--- src/rtl/vpid_pkg.sv ---
package vpid_pkg;

  typedef enum logic [2:0] {
    LM_HD  = 3'd0,
    LM_SD  = 3'd1,
    LM_3GA = 3'd2,
    LM_3GB = 3'd3,
    LM_6G  = 3'd4,
    LM_12G = 3'd5
  } link_mode_e;

  typedef enum logic [1:0] {
    SQ_IDLE = 2'd0,
    SQ_RUN  = 2'd1,
    SQ_DONE = 2'd2
  } seq_state_e;

  typedef struct packed {
    logic [7:0] b4;
    logic [7:0] b3;
    logic [7:0] b2;
    logic [7:0] b1;
  } vpid_word_t;

  localparam logic [7:0] BYTE4_CODE    = 8'h01;
  localparam int         B2_PROG_PIC   = 6;
  localparam int         B2_PROG_TRANS = 7;
  localparam int         B3_WIDE       = 6;
  localparam logic [1:0] B3_SUB420     = 2'b11;

endpackage

--- src/rtl/vpid_word_calc.sv ---
module vpid_word_calc
  import vpid_pkg::*;
#(
  parameter int H_W              = 13,
  parameter int V_W              = 12,
  parameter int PROG_TRANS_LINES = 1125
) (
  input  logic [2:0]     link_mode_i,
  input  logic           frac_i,
  input  logic           interlaced_i,
  input  logic           dblscan_i,
  input  logic [H_W-1:0] h_active_i,
  input  logic [V_W-1:0] v_total_i,
  input  logic           yuv420_i,
  input  logic [7:0]     b1_code_i,
  input  logic [7:0]     b2_code_int_i,
  input  logic [7:0]     b2_code_frac_i,
  output logic [31:0]    word_o,
  output logic           is_3gb_o
);

  localparam logic [H_W-1:0] WIDE_A   = H_W'(2048);
  localparam logic [H_W-1:0] WIDE_B   = H_W'(4096);
  localparam logic [V_W-1:0] TRANS_MIN = V_W'(PROG_TRANS_LINES);

  vpid_word_t w;
  logic       progressive;
  logic       wide;

  always_comb begin
    is_3gb_o    = (link_mode_e'(link_mode_i) == LM_3GB);
    progressive = !interlaced_i;
    wide        = (h_active_i == WIDE_A) || (h_active_i == WIDE_B);

    w.b4 = BYTE4_CODE;
    w.b1 = b1_code_i;

    w.b3 = 8'h00;
    if (wide)     w.b3[B3_WIDE] = 1'b1;
    if (yuv420_i) w.b3[1:0]     = B3_SUB420;

    w.b2 = frac_i ? b2_code_frac_i : b2_code_int_i;
    if (is_3gb_o || dblscan_i || progressive)
      w.b2[B2_PROG_PIC] = 1'b1;
    if (progressive && (v_total_i >= TRANS_MIN))
      w.b2[B2_PROG_TRANS] = 1'b1;

    word_o = w;
  end

endmodule

--- src/rtl/vpid_seq.sv ---
module vpid_seq
  import vpid_pkg::*;
#(
  parameter int MAX_STREAMS = 8,
  parameter int SEL_W       = 2,
  localparam int SLOT_W     = $clog2(MAX_STREAMS)
) (
  input  logic              clk,
  input  logic              rst_n,
  input  logic              start_i,
  input  logic              clear_i,
  input  logic              chroma_en_i,
  input  logic [SEL_W-1:0]  strm_sel_i,
  input  logic              wr_ready_i,
  output logic              wr_valid_o,
  output logic [SLOT_W-1:0] slot_o,
  output logic              bank_o,
  output logic              zero_o,
  output logic              busy_o,
  output logic              done_o,
  output logic              take_start_o
);

  localparam int HALF    = MAX_STREAMS / 2;
  localparam int SEL_NUM = 1 << SEL_W;

  seq_state_e        st_q;
  logic [SLOT_W-1:0] idx_q;
  logic [SLOT_W-1:0] last_q;
  logic              bank_q;
  logic              zero_q;
  logic              chroma_q;
  logic [SLOT_W-1:0] run_last;
  logic              take_clear;
  logic              accept;
  logic              slot_end;

  // Last slot index for a start: 2^sel writes, capped at half the streams.
  always_comb begin
    run_last = SLOT_W'(HALF - 1);
    for (int s = 0; s < SEL_NUM; s++) begin
      if ((strm_sel_i == SEL_W'(s)) && ((1 << s) < HALF))
        run_last = SLOT_W'((1 << s) - 1);
    end
  end

  assign take_clear   = (st_q == SQ_IDLE) && clear_i;
  assign take_start_o = (st_q == SQ_IDLE) && start_i && !clear_i;
  assign accept       = (st_q == SQ_RUN) && wr_ready_i;
  assign slot_end     = !chroma_q || bank_q;

  always_ff @(posedge clk) begin
    if (!rst_n) begin
      st_q     <= SQ_IDLE;
      idx_q    <= '0;
      last_q   <= '0;
      bank_q   <= 1'b0;
      zero_q   <= 1'b0;
      chroma_q <= 1'b0;
    end else begin
      case (st_q)
        SQ_IDLE: begin
          if (take_clear || take_start_o) begin
            st_q     <= SQ_RUN;
            idx_q    <= '0;
            bank_q   <= 1'b0;
            chroma_q <= chroma_en_i;
            zero_q   <= take_clear;
            last_q   <= take_clear ? SLOT_W'(MAX_STREAMS - 1) : run_last;
          end
        end
        SQ_RUN: begin
          if (accept) begin
            if (!slot_end) begin
              bank_q <= 1'b1;
            end else begin
              bank_q <= 1'b0;
              if (idx_q == last_q) st_q <= SQ_DONE;
              else                 idx_q <= idx_q + 1'b1;
            end
          end
        end
        default: st_q <= SQ_IDLE;
      endcase
    end
  end

  assign wr_valid_o = (st_q == SQ_RUN);
  assign busy_o     = (st_q != SQ_IDLE);
  assign done_o     = (st_q == SQ_DONE);
  assign slot_o     = idx_q;
  assign bank_o     = bank_q;
  assign zero_o     = zero_q;

endmodule

--- src/rtl/vpid_stamp.sv ---
module vpid_stamp #(
  parameter int SLOT_W    = 3,
  parameter int STAMP_LSB = 29
) (
  input  logic [31:0]       base_i,
  input  logic              is_3gb_i,
  input  logic              zero_i,
  input  logic [SLOT_W-1:0] slot_i,
  output logic [31:0]       word_o
);

  localparam int STAMP_W = 32 - STAMP_LSB;

  logic [STAMP_W-1:0] chan;
  logic [31:0]        stamp;

  always_comb begin
    chan   = STAMP_W'({slot_i, 1'b0});
    stamp  = is_3gb_i ? {chan, {STAMP_LSB{1'b0}}} : 32'h0;
    word_o = zero_i ? 32'h0 : (base_i | stamp);
  end

endmodule

--- src/rtl/vpid_writer.sv ---
module vpid_writer
  import vpid_pkg::*;
#(
  parameter int MAX_STREAMS      = 8,
  parameter int SEL_W            = 2,
  parameter int H_W              = 13,
  parameter int V_W              = 12,
  parameter int STAMP_LSB        = 29,
  parameter int PROG_TRANS_LINES = 1125,
  localparam int SLOT_W          = $clog2(MAX_STREAMS)
) (
  input  logic              clk,
  input  logic              rst_n,
  input  logic              start_i,
  input  logic              clear_i,
  input  logic [2:0]        link_mode_i,
  input  logic              frac_i,
  input  logic              interlaced_i,
  input  logic              dblscan_i,
  input  logic [H_W-1:0]    h_active_i,
  input  logic [V_W-1:0]    v_total_i,
  input  logic              yuv420_i,
  input  logic [7:0]        b1_code_i,
  input  logic [7:0]        b2_code_int_i,
  input  logic [7:0]        b2_code_frac_i,
  input  logic [SEL_W-1:0]  strm_sel_i,
  input  logic              chroma_en_i,
  output logic              wr_valid_o,
  input  logic              wr_ready_i,
  output logic              wr_bank_o,
  output logic [SLOT_W-1:0] wr_slot_o,
  output logic [31:0]       wr_data_o,
  output logic              busy_o,
  output logic              done_o
);

  logic [31:0]       calc_word;
  logic              calc_3gb;
  logic [31:0]       base_q;
  logic              is_3gb_q;
  logic              take_start;
  logic              zero;
  logic [SLOT_W-1:0] slot;

  vpid_word_calc #(
    .H_W              (H_W),
    .V_W              (V_W),
    .PROG_TRANS_LINES (PROG_TRANS_LINES)
  ) u_calc (
    .link_mode_i    (link_mode_i),
    .frac_i         (frac_i),
    .interlaced_i   (interlaced_i),
    .dblscan_i      (dblscan_i),
    .h_active_i     (h_active_i),
    .v_total_i      (v_total_i),
    .yuv420_i       (yuv420_i),
    .b1_code_i      (b1_code_i),
    .b2_code_int_i  (b2_code_int_i),
    .b2_code_frac_i (b2_code_frac_i),
    .word_o         (calc_word),
    .is_3gb_o       (calc_3gb)
  );

  vpid_seq #(
    .MAX_STREAMS (MAX_STREAMS),
    .SEL_W       (SEL_W)
  ) u_seq (
    .clk          (clk),
    .rst_n        (rst_n),
    .start_i      (start_i),
    .clear_i      (clear_i),
    .chroma_en_i  (chroma_en_i),
    .strm_sel_i   (strm_sel_i),
    .wr_ready_i   (wr_ready_i),
    .wr_valid_o   (wr_valid_o),
    .slot_o       (slot),
    .bank_o       (wr_bank_o),
    .zero_o       (zero),
    .busy_o       (busy_o),
    .done_o       (done_o),
    .take_start_o (take_start)
  );

  // Configuration is sampled once, with the accepted start.
  always_ff @(posedge clk) begin
    if (!rst_n) begin
      base_q   <= '0;
      is_3gb_q <= 1'b0;
    end else if (take_start) begin
      base_q   <= calc_word;
      is_3gb_q <= calc_3gb;
    end
  end

  vpid_stamp #(
    .SLOT_W    (SLOT_W),
    .STAMP_LSB (STAMP_LSB)
  ) u_stamp (
    .base_i   (base_q),
    .is_3gb_i (is_3gb_q),
    .zero_i   (zero),
    .slot_i   (slot),
    .word_o   (wr_data_o)
  );

  assign wr_slot_o = slot;

endmodule

--- config.mk ---
export PLATFORM = sky130hd
export DESIGN_NAME = vpid_writer
export DESIGN_NICKNAME = d
export VERILOG_FILES = /design/src/rtl/vpid_pkg.sv /design/src/rtl/vpid_word_calc.sv /design/src/rtl/vpid_seq.sv /design/src/rtl/vpid_stamp.sv /design/src/rtl/vpid_writer.sv
export SDC_FILE = /design/constraint.sdc
export NUM_CORES = 1
export LEC_CHECK = 0
export BUFFER_PORTS_ARGS = -buffer_cell sky130_fd_sc_hd__clkbuf_2
export CAP_MARGIN = 20
export CORE_AREA = 2 2 63 65
export DETAILED_ROUTE_END_ITERATION = 8
export DIE_AREA = 0 0 65 67
export PLACE_DENSITY = 0.89
export SLEW_MARGIN = 15
export SYNTH_ARGS = -nofsm -noshare
export SYNTH_HDL_FRONTEND = slang
export SYNTH_SLANG_ARGS = --single-unit
export TNS_END_PERCENT = 30
--- constraint.sdc ---
create_clock -name clk -period 2.5 [get_ports clk]
set_input_delay 0.375 -clock clk [delete_from_list [all_inputs] [get_ports clk]]
set_output_delay 0.375 -clock clk [all_outputs]
set_load 0.02 [all_outputs]
==> impl_metrics.env <==
export IMPL_clockRootBuffer="clkbuf_8"
export IMPL_dp_cells=326
export IMPL_status="finished clean"
export IMPL_grt_pass1_vias=1531
export IMPL_io_pins=103
export IMPL_portBuffers=92
export IMPL_grt_pass1_wl_um=6280
export IMPL_first_pass_iters=5
export IMPL_crit_fanout=15
export IMPL_min_path_type="in -> reg"
export IMPL_die_area_mm2=0.00436
export IMPL_clkLatencyLatePin_ps=270
export IMPL_grt_usage=0.187
export IMPL_dp_final_hpwl_um=3090
export IMPL_switchingPower_w=0.000379
export IMPL_cts_resized=0
export IMPL_fin_cells=334
export IMPL_seqPwrFrac=0.409
export IMPL_irDropWorstVdd_mv=0.296
export IMPL_ys_types=40
export IMPL_dieWidth_um=65
export IMPL_die_height_um=67
export IMPL_first_iter_violations=88
export IMPL_antenna_found_initial=0
export IMPL_core_area_mm2=0.00361
export IMPL_power_switching_share=0.290
export IMPL_antenna_cells=0
export IMPL_cp_start_kind="flop"
export IMPL_cp_required_ps=2710
export IMPL_place_congestion=0.882
export IMPL_avgSynthCellArea_um2=8.05
export IMPL_cts_path_max_buffers=2
export IMPL_power_density_mw_per_mm2=612
export IMPL_synth_area_mm2=0.00159
export IMPL_grt_overflow_total=0
export IMPL_cts_buffers=5
export IMPL_cts_num_sinks=30
export IMPL_slew_viol_final=0
export IMPL_initial_core_util=0.440
export IMPL_setup_violations=0
export IMPL_maxCapViolations=0
export IMPL_final_net_count=350
export IMPL_end_kind="flop"
export IMPL_htree_levels=2
export IMPL_layout_commonest_cell="clkbuf_2"
export IMPL_drc=0
export IMPL_period_share=0.729
export IMPL_synthCells=197
export IMPL_synthToLayoutAreaGrowth_pct=34.5
export IMPL_pwr_share_comb=0.224
export IMPL_grt_setup_unrepaired="false"
export IMPL_num_vias=1605
export IMPL_rows=22
export IMPL_pwr_share_clk=0.367
export IMPL_fin_crit_ps=1820
export IMPL_tns_ps=0
export IMPL_ys_seq_area_frac=0.379
export IMPL_fin_skew_ps=4.99
export IMPL_cp_data_arrival_time_ps=2040
export IMPL_fin_hold_ws_ps=318
export IMPL_p_int_w=0.000928
export IMPL_p_leak_nw=1.06
export IMPL_cts_tree="built"
export IMPL_wl_per_cell_um=11.5
export IMPL_ys_warn_count=0
export IMPL_grt_max_degree=27
export IMPL_final_antenna_net_count=0
export IMPL_cts_hold_buf=0
export IMPL_synth_seq_cells=30
export IMPL_vias_per_cell=4.81
export IMPL_drive_gt1_frac=0.371
export IMPL_mostFrequentLayoutCells="92 x clkbuf_2, 30 x dfxtp_1, 27 x nand2_1"
export IMPL_drt_total_wl_um=3850
export IMPL_final_hold_viol_count=0
export IMPL_cts_repair_timing_setup_buffer_count=0
export IMPL_max_freq_ghz=0.549
export IMPL_cts_clk_slew_worst_paths_ps=70
export IMPL_crit_type="reg -> reg"
sequential cells by signal, summed over array words and instances, names as in the netlist:
signal and count:
base_q 19, is_3gb_q 1, u_seq.bank_o 1, u_seq.chroma_q 1
u_seq.last_q 2, u_seq.slot_o 3, u_seq.st_q 2, u_seq.zero_o 1
cell usage after synthesis:
cell       n  area, um2
dfxtp_1   30        601
nand2_1   27        101
nor2b_1   22        138
nor2_1    18       67.6
a21oi_1   12       60.1
buf_4     11       82.6
mux2i_1    9       90.1
clkbuf_1   8       30.0
a211oi_1   6       45.0
nor3_1     5       25.0
nor4_1     5       31.3
inv_1      4       15.0
buf_2      3       15.0
o22ai_1    3       18.8
xor2_1     3       26.3
a22oi_1    2       15.0
a31oi_1    2       12.5
and3b_1    2       17.5
nand2b_1   2       12.5
o32ai_1    2       17.5
or3_1      2       12.5
a211o_1    1       8.76
buf_6      1       11.3
clkinv_1   1       3.75
conb_1     1       3.75
ha_1       1       12.5
nand4_1    1       6.26
nor2_2     1       6.26
nor4b_1    1       8.76
o211a_1    1       10.0
o211ai_1   1       7.51
o21a_1     1       7.51
o21ai_0    1       5.00
o21ai_1    1       5.00
o221a_2    1       11.3
o311ai_0   1       8.76
or2_1      1       6.26
or3b_4     1       11.3
or4b_1     1       10.0
xnor2_1    1       8.76
per-layer routing:
layer  vias to the layer above  global-route usage  share of wire
met5                         -                   0              0
met4                         0              0.0745          0.013
met3                         5              0.0507          0.074
met2                        70               0.338           0.50
met1                       698               0.206           0.41
li1                        832                   -              -
path summary, 6_finish.rpt:
kind                              startpoint                      end  slack, ps  cells past startpoint
setup / recovery  u_seq.st_q[1]$_SDFFE_PN0P_    is_3gb_q$_SDFFE_PN0P_        680                      4
setup reg to reg  u_seq.st_q[1]$_SDFFE_PN0P_    is_3gb_q$_SDFFE_PN0P_        680                      4
hold / removal                      yuv420_i  base_q[17]$_SDFFE_PN0P_        320                      3
hold reg to reg       base_q[7]$_SDFFE_PN0P_   base_q[7]$_SDFFE_PN0P_        450                      2
final cells by class:
| type | instances | area (um2) |
|---|---|---|
| inverters | 5 | 18.8 |
| fillers | 350 | 1470 |
| well taps | 48 | 60.1 |
| repair buffers | 95 | 483 |
| flip-flops and latches | 30 | 601 |
| clock inverters | 3 | 40.0 |
| clock buffers | 5 | 68.8 |
| multi-input cells | 148 | 862 |
through the flow:
stage | utilization | worst slack [ps] | area (um2) | total power [W]
final | 0.592 | 678 | 2130 | 0.00131
after global routing | 0.592 | 486 | 2130 | 0.00138
after CTS | 0.592 | 669 | 2130 | 0.00131
after detailed placement | 0.561 | 596 | 2020 | 0.000840
after global placement | 0.561 | 659 | 2020 | 0.000831
after floorplan | - | 847 | 1620 | 0.000748
logic make-up after synthesis:
group | share of synthesized area
other | 0.00236
buffers and inverters | 0.0994
flip-flops | 0.379
multiplexers | 0.0568
AO/OA/AOI/OAI | 0.147
XOR/XNOR | 0.0221
AND/OR/NAND/NOR | 0.286
adder cells (fa/ha/maj) | 0.00789
power groups by stage:
stage | registers (W) | logic [W] | clock network (W)
after floorplan | 0.000540 | 0.000208 | 0
after global placement | 0.000544 | 0.000288 | 0
after detailed placement | 0.000546 | 0.000295 | 0
after CTS | 0.000535 | 0.000295 | 0.000482
after global routing | 0.000540 | 0.000326 | 0.000511
final | 0.000534 | 0.000293 | 0.000479
critical path, cell delays in order, from the launching register on:
cell and delay, ps:
dfxtp_1 380, or3b_4 430, or2_1 400, or3_1 420, a21oi_1 130
Note: power is estimated with default switching activity, not from simulation.
